<file path="config.mk">
export PLATFORM = sky130hd
export DESIGN_NAME = tmr_voter
export DESIGN_NICKNAME = d
export VERILOG_FILES = /design/src/rtl/tmr_voter_pkg.sv /design/src/rtl/vote_pair_cmp.sv /design/src/rtl/vote_select.sv /design/src/rtl/vote_out_stage.sv /design/src/rtl/tmr_voter.sv
export SDC_FILE = /design/constraint.sdc
export NUM_CORES = 1
export LEC_CHECK = 0
export ABC_AREA = 1
export BUFFER_PORTS_ARGS = -buffer_cell sky130_fd_sc_hd__buf_2
export CAP_MARGIN = 20
export CORE_AREA = 2 2 45 64
export CTS_CLUSTER_SIZE = 40
export DETAILED_ROUTE_END_ITERATION = 7
export DIE_AREA = 0 0 47 66
export PLACE_DENSITY = 0.78
export SLEW_MARGIN = 20
export SYNTH_ARGS = -nofsm -noshare
export SYNTH_HDL_FRONTEND = slang
export SYNTH_SLANG_ARGS = --single-unit
export TNS_END_PERCENT = 5
</file>
<file path="constraint.sdc">
create_clock -name clk -period 2.5 [get_ports clk]
set_input_delay 0.125 -clock clk [delete_from_list [all_inputs] [get_ports clk]]
set_output_delay 0.125 -clock clk [all_outputs]
set_load 0.005 [all_outputs]
</file>
<file path="src/rtl/tmr_voter_pkg.sv">
// Package: shared constants and types for the triple-lane voter.
// Assumes exactly three lanes; pair p compares lanes (lo(p), hi(p)).
package tmr_voter_pkg;
    localparam int NUM_LANES = 3;
    localparam int NUM_PAIRS = 3;

    // Flags produced by one vote, before registering.
    typedef struct packed {
        logic [NUM_LANES-1:0] err;
        logic                 none;
        logic                 win;
    } vote_flags_t;

    // Lower lane index of comparison pair p: 0,0,1
    function automatic int pair_lo(input int p);
        return (p == 2) ? 1 : 0;
    endfunction

    // Upper lane index of comparison pair p: 1,2,2
    function automatic int pair_hi(input int p);
        return (p == 0) ? 1 : 2;
    endfunction
endpackage

</file>
<file path="src/rtl/vote_pair_cmp.sv">
// Module: compares two lanes; agreement needs both valid and equal words.
// Assumes nothing about timing: purely combinational.
module vote_pair_cmp #(
    parameter int DATA_W = 8
) (
    input  logic [DATA_W-1:0] word_a,
    input  logic [DATA_W-1:0] word_b,
    input  logic              ok_a,
    input  logic              ok_b,
    output logic              agree
);
    // Purpose: qualified equality of the two lanes
    always_comb begin
        agree = ok_a && ok_b && (word_a == word_b);
    end
endmodule

</file>
<file path="src/rtl/vote_select.sv">
// Module: from the three pair agreements, picks the winning word and
// derives per-lane error flags. A lane is healthy only if it agrees
// with at least one other lane; with no agreement every lane is flagged.
// Assumes agree[p] already includes both lanes' valid flags.
module vote_select
    import tmr_voter_pkg::*;
#(
    parameter int DATA_W = 8
) (
    input  logic [DATA_W-1:0]    word0,
    input  logic [DATA_W-1:0]    word1,
    input  logic [NUM_PAIRS-1:0] agree,   // [0]=0/1 [1]=0/2 [2]=1/2
    output logic [DATA_W-1:0]    win_word,
    output vote_flags_t          flags
);
    logic lane0_in_pair;
    logic lane1_in_pair;
    logic lane2_in_pair;

    // Purpose: membership of each lane in some agreeing pair
    always_comb begin
        lane0_in_pair = agree[0] || agree[1];
        lane1_in_pair = agree[0] || agree[2];
        lane2_in_pair = agree[1] || agree[2];
    end

    // Purpose: winner mux and flag derivation
    always_comb begin
        win_word   = lane0_in_pair ? word0 : word1;
        flags.win  = |agree;
        flags.none = ~(|agree);
        flags.err  = {~lane2_in_pair, ~lane1_in_pair, ~lane0_in_pair};
    end
endmodule

</file>
<file path="src/rtl/vote_out_stage.sv">
// Module: registers the vote result when a triplet is accepted.
// Flags and the valid pulse last one cycle; the word is held until the
// next winning triplet. Synchronous active-low reset clears everything.
module vote_out_stage
    import tmr_voter_pkg::*;
#(
    parameter int DATA_W = 8
) (
    input  logic                 clk,
    input  logic                 rst_n,
    input  logic                 accept,
    input  logic [DATA_W-1:0]    win_word,
    input  vote_flags_t          flags,
    output logic [DATA_W-1:0]    out_word,
    output logic                 out_valid,
    output logic [NUM_LANES-1:0] out_err,
    output logic                 out_none
);
    // Purpose: pulse-style flag register, cleared on idle cycles
    always_ff @(posedge clk) begin
        if (!rst_n) begin
            out_valid <= 1'b0;
            out_err   <= '0;
            out_none  <= 1'b0;
        end else if (accept) begin
            out_valid <= flags.win;
            out_err   <= flags.err;
            out_none  <= flags.none;
        end else begin
            out_valid <= 1'b0;
            out_err   <= '0;
            out_none  <= 1'b0;
        end
    end

    // Purpose: hold register for the voted word, loaded only on a win
    always_ff @(posedge clk) begin
        if (!rst_n) begin
            out_word <= '0;
        end else if (accept && flags.win) begin
            out_word <= win_word;
        end
    end


    valid_after_accept_chk: assert property (@(posedge clk) disable iff (!rst_n)
        out_valid |-> $past(accept));


    idle_quiet_chk: assert property (@(posedge clk) disable iff (!rst_n)
        !accept |=> (!out_valid && !out_none && out_err == '0));


    none_all_err_chk: assert property (@(posedge clk) disable iff (!rst_n)
        out_none |-> (out_err == '1 && !out_valid));


    single_err_chk: assert property (@(posedge clk) disable iff (!rst_n)
        out_valid |-> ($countones(out_err) <= 1));


    word_hold_chk: assert property (@(posedge clk) disable iff (!rst_n)
        !accept |=> $stable(out_word));
endmodule

</file>
<file path="src/rtl/tmr_voter.sv">
// Module: top of the valid-qualified majority voter. Compares three
// lanes pairwise, selects the majority and registers the outcome.
// Assumes the synchronizer holds a triplet stable in the strobe cycle.
module tmr_voter
    import tmr_voter_pkg::*;
#(
    parameter int DATA_W = 8
) (
    input  logic                 clk,
    input  logic                 rst_n,
    input  logic                 trip_strobe,
    input  logic [DATA_W-1:0]    lane0_word,
    input  logic [DATA_W-1:0]    lane1_word,
    input  logic [DATA_W-1:0]    lane2_word,
    input  logic [NUM_LANES-1:0] lane_ok,
    output logic [DATA_W-1:0]    voted_word,
    output logic                 voted_valid,
    output logic [NUM_LANES-1:0] lane_err,
    output logic                 no_majority
);
    logic [DATA_W-1:0]    lane_w [NUM_LANES];
    logic [NUM_PAIRS-1:0] pair_agree;
    logic [DATA_W-1:0]    win_word;
    vote_flags_t          flags;

    // Purpose: gather lane words into an indexable array
    always_comb begin
        lane_w[0] = lane0_word;
        lane_w[1] = lane1_word;
        lane_w[2] = lane2_word;
    end

    for (genvar p = 0; p < NUM_PAIRS; p++) begin : g_pair
        localparam int LO = pair_lo(p);
        localparam int HI = pair_hi(p);
        vote_pair_cmp #(.DATA_W(DATA_W)) u_cmp (
            .word_a (lane_w[LO]),
            .word_b (lane_w[HI]),
            .ok_a   (lane_ok[LO]),
            .ok_b   (lane_ok[HI]),
            .agree  (pair_agree[p])
        );
    end

    vote_select #(.DATA_W(DATA_W)) u_sel (
        .word0    (lane0_word),
        .word1    (lane1_word),
        .agree    (pair_agree),
        .win_word (win_word),
        .flags    (flags)
    );

    vote_out_stage #(.DATA_W(DATA_W)) u_out (
        .clk       (clk),
        .rst_n     (rst_n),
        .accept    (trip_strobe),
        .win_word  (win_word),
        .flags     (flags),
        .out_word  (voted_word),
        .out_valid (voted_valid),
        .out_err   (lane_err),
        .out_none  (no_majority)
    );


    invalid_lane_err_chk: assert property (@(posedge clk) disable iff (!rst_n)
        trip_strobe |=> ((lane_err | $past(lane_ok)) == 3'b111));
endmodule

</file>
# Word level (Yosys, flattened, before mapping)
# Index checks and enable logic that the tools add are counted.
# totals
regBits	13
out_inout_bits	13
# op_classes
eq_ne	3
muxes	1
n_bitwise	4
reduce_logical	12
# op_table
op	n
8-bit equality test	3
8-bit two-way mux	1
1-bit logical AND	7
1-bit NOT	4
1-bit logical OR	3
3-bit OR reduction	1
2-bit AND reduction	1

# Logic depth before layout (Yosys ltp)
# depth
depth_word	4
depth_mapped	13
depth_no_buf	12

# Hierarchy
# Synthesis repeated with hierarchy kept, for this count alone.
# unflattened
hier_cells	204
area_unflattened_um2	1093.5
# by_module_without_submodules
module	n_inst	cells_per_inst	area_each_um2	seq_area_each_um2
vote_out_stage	1	67	479.2	260.2
vote_pair_cmp	3	35	151.4	0.0
vote_select	1	32	160.2	0.0

# Least setup slack after synthesis
# Ideal clock, no wire load.
# synth_path
kind	in2reg
from	in lane2_word[6]
to	reg u_out.out_word[0]
setup_ns	0.113
t_arrival_ns	1.114
setup_slack_ns	1.273
path_stages	11
cell_sequence	inv_1 > nand2_1 > nand2_1 > nand3_1 > nor2_1 > nand3_4 > nand3_4 > nand2_4 > buf_6 > nor2_1 > nor2_1
# synth_between
elab_chain_cells	4
elab_cells_between_ends	8
# synth_lines
item	line_no	rtl
start: declaration	tmr_voter.sv:14	input logic [DATA_W-1:0] lane2_word,
8-bit equality test	vote_pair_cmp.sv:14	agree = ok_a && ok_b && (word_a == word_b);
1-bit logical AND	vote_pair_cmp.sv:14	
3-bit OR reduction or 1-bit logical OR (tied branches)	vote_select.sv:30, vote_select.sv:22	
1-bit logical AND or 8-bit two-way mux (tied branches)	vote_out_stage.sv:40, vote_select.sv:29	
end signal: assignment	vote_out_stage.sv:41	out_word <= win_word;
end: declaration	vote_out_stage.sv:14	output logic [DATA_W-1:0] out_word,
# Parallel ways exist; a longest one is shown, timed or not.
# A chain may end at the register's enable or synchronous reset.

# Final worst setup path
# Ends and elaborated chain as after synthesis.

==> run_results.csv <==
group,metric,value,unit
outcome,status,"completed",
drt,final_antenna_net_count,0,
worst_hold_path,min_from,"trip_strobe",
placement,hpwl,2580,microns
synth,yosys.cell_types.count,19,
drt,vias,1425,
timing,fmax,863,MHz
worst_hold_path,hold_path_end,"u_out.out_valid$_SDFF_PN0_",
cts,h-tree-depth,1,
drt,top_layer,"met4",
grt,antenna_found_initial,0,
cts,clkSinkCount,13,
floorplanning,top_level_ports,43,
synth,yosys_warnings,0,
pwr,p_leak,0.000926,uW
cts,post_cts_buffers,0,
setup_path,regToRegSetupSlack,1890,ps
cts,cts_tree,"yes",
pwr,powerDensity,327,nW/um^2
setup_path,reg2reg_to,"u_out.out_word[7]$_SDFFE_PN0P_",
floorplanning,rows,22,
grt,grt-ovfl-total,0,
finish,drive_gt1_frac,0.232,
synth,synth-async-reset-ratio,0,
synth,ys_seq_area_frac,0.212,
drt,dr.pass1.iters,4,
setup_path,max_stage_delay,190,ps
cts,postCtsResizedCells,0,
synth,synth_nets,253,
placement,gp_congestion,0.955,
synth,synth_common_cells,"nand2_1, inv_1, nor2_1, nand3_1, dfxtp_1",
drt,wl_met1,1240,microns
setup_path,crit_chain,"buf_2 > inv_1 > nand2_1 > nand2_1 > nand3_1 > nor2_1 > nand3_4 > nand3_4 > nand2_4 > nor2_1 > nor2_1",
floorplanning,core,2530,sq um
cts,cts-buffers-inserted,3,
drt,dr_wl_met3,106,microns
cts,root_buffer,"clkbuf_4",
cts,cts_buffer_depth,2,
timing,finalCriticalPeriod,1160,ps
pwr,p_int,329,uW
grt,grt_max_degree,17,
grt,grt_usage,0.212,
timing,rsz0062_at_grt,"false",
pwr,p_sw_frac,0.323,
flow_run,max-cap-violations,0,
timing,max-slew-margin-rel,0.815,
setup_path,cp_max_fo,16,
setup_path,endpoint_kind,"flop",
floorplanning,die_x,47,microns
synth,synth_seq_cells,13,
grt,grt_pass1_wl,4820,microns
setup_path,criticalPathCategory,"primary input to flop",
synth,synth_most_common_cell,"nand2_1",
timing,worstMarginPinSlew,276,ps
drt,wire_per_inst,9.75,microns
timing,clock_skew,0,ps
timing,holdWs,120,ps
floorplanning,die_height,66,microns
synth,syn_inst,223,
drt,drt-total-wl,2950,microns
drt,drcViolationCount,0,
setup_path,worst_path_max_delay_cell,"nor2_1",
setup_path,r2r.worst_path.cells,4,
placement,port_buffers,42,
drt,wl_met2,1500,microns
pwr,power.share.clock,0.259,
grt,grt_pass1_vias,1215,
drt,via_per_inst,4.70,
cts,clock_latency,270,ps
timing,hold_violations,0,
pwr,power_frac_seq,0.436,
worst_hold_path,min_path_type,"primary input to flop",
finish,final_nets,298,
timing,fin_crit_sh,0.463,
setup_path,r2r-start,"u_out.out_word[7]$_SDFFE_PN0P_",
setup_path,cp-start-kind,"primary input",
cts,hold_buffers,0,
pwr,p_comb_frac,0.305,
synth,synth_edf_count,0,
timing,finalSetupTns,0,ps
synth,synth_flop_cell,"dfxtp_1",
timing,slew_violations,0,
worst_hold_path,whs_path_depth,3,
setup_path,crit_path_frequent_cell,"nor2_1",
setup_path,worst_ep_required_time,2670,ps
floorplanning,start_util,0.484,
floorplanning,dieArea,3100,sq um
synth,synth.top_cells.by_area,"nand2_1, dfxtp_1, inv_1",
finish,area_delta_synth_final,21.1,%
finish,diodes,0,
synth,syn_area_per_cell,5.50,sq um
pwr,p_switching,157,uW
synth,yosysTopAreaCell,"nand2_1",
pwr,peakVddDrop,120,uV
setup_path,cp_data_arrival_time,1330,ps
synth,synth_top_area_frac,0.288,
synth,netlist_area,1230,sq um
timing,setup_viol,0,
cts,path_clk_slew,70,ps
drt,drt_iter0_drc,16,
[cells by family after synthesis]
kind of cell | after synthesis | share of synthesized area
and+or+nand+nor | 165 | 0.618
buffers and inverters | 38 | 0.129
DFF | 13 | 0.212
xor gates and xnor gates | 4 | 0.0286
AOI/OAI and AO/OA | 3 | 0.0122
[power by group through the flow]
stage | Combinational, uW | Sequential (uW) | Clock [uW]
CTS | 149 | 212 | 127
detailed placement | 148 | 217 | 0
floorplan | 89.3 | 218 | 0
finish | 148 | 212 | 126
global route | 168 | 212 | 134
global placement | 148 | 217 | 0
[critical path: cells and delay by family]
| kind | cells | cell delay [ps] |
|---|---|---|
| buffers and inverters | 2 | 200 |
| AND/OR/NAND/NOR | 9 | 990 |
[sequential cells by signal, summed over array words and instances (netlist names)]
register         cells
u_out.out_word       8
u_out.out_valid      1
u_out.out_none       1
u_out.out_err        3
[cell type report]
| type | count | area (sq um) |
|---|---|---|
| Sequential cell | 13 | 260 |
| Inverter | 36 | 135 |
| Clock buffer | 4 | 26.3 |
| Tap cell | 36 | 45.0 |
| Fill cell | 304 | 1050 |
| Multi-Input combinational cell | 172 | 808 |
| Timing Repair Buffer | 42 | 210 |
[worst max-delay path by stage]
stage,from,endpoint,slack [ps],cells after the start
3_3_place_gp,lane2_word[6],u_out.out_word[3]$_SDFFE_PN0P_,1040,11
2_1_floorplan,lane2_word[6],u_out.out_word[0]$_SDFFE_PN0P_,1270,11
3_5_place_dp,lane2_word[6],u_out.out_word[5]$_SDFFE_PN0P_,1040,11
5_1_grt,lane2_word[6],u_out.out_word[4]$_SDFFE_PN0P_,1120,12
4_1_cts,lane2_word[6],u_out.out_word[5]$_SDFFE_PN0P_,1320,12
6_report,lane2_word[6],u_out.out_word[0]$_SDFFE_PN0P_,1340,11
[cell usage in the layout (no fill, tap or decap)]
master,n
a21oi_1,2
buf_2,42
clkbuf_1,1
clkbuf_4,3
clkinv_1,1
dfxtp_1,13
inv_1,31
inv_2,4
nand2_1,94
nand2_2,5
nand2_4,1
nand3_1,19
nand3_4,3
nand3b_1,1
nand4_1,6
nor2_1,28
nor3_1,4
nor3_4,2
o21ai_1,1
or2_2,2
xor2_1,4
[per-stage QoR]
step / setup WS [ps] / cell area [sq um] / cells / total power [uW] / util
finish: 1340 / 1490 / 303 / 486 / 0.586
detailed placement: 1040 / 1460 / 299 / 365 / 0.576
global placement: 1040 / 1460 / 299 / 364 / 0.576
floorplan: 1270 / 1230 / 223 / 307 / -
CTS: 1320 / 1490 / 303 / 488 / 0.586
global route: 1120 / 1490 / 303 / 515 / 0.586
[routing by layer]
layer,global-route usage,vias up
met5,0,-
met1,0.250,609
li1,-,770
met4,0.122,0
met3,0.0109,10
met2,0.360,36
Note: power is estimated with default switching activity, not from simulation.
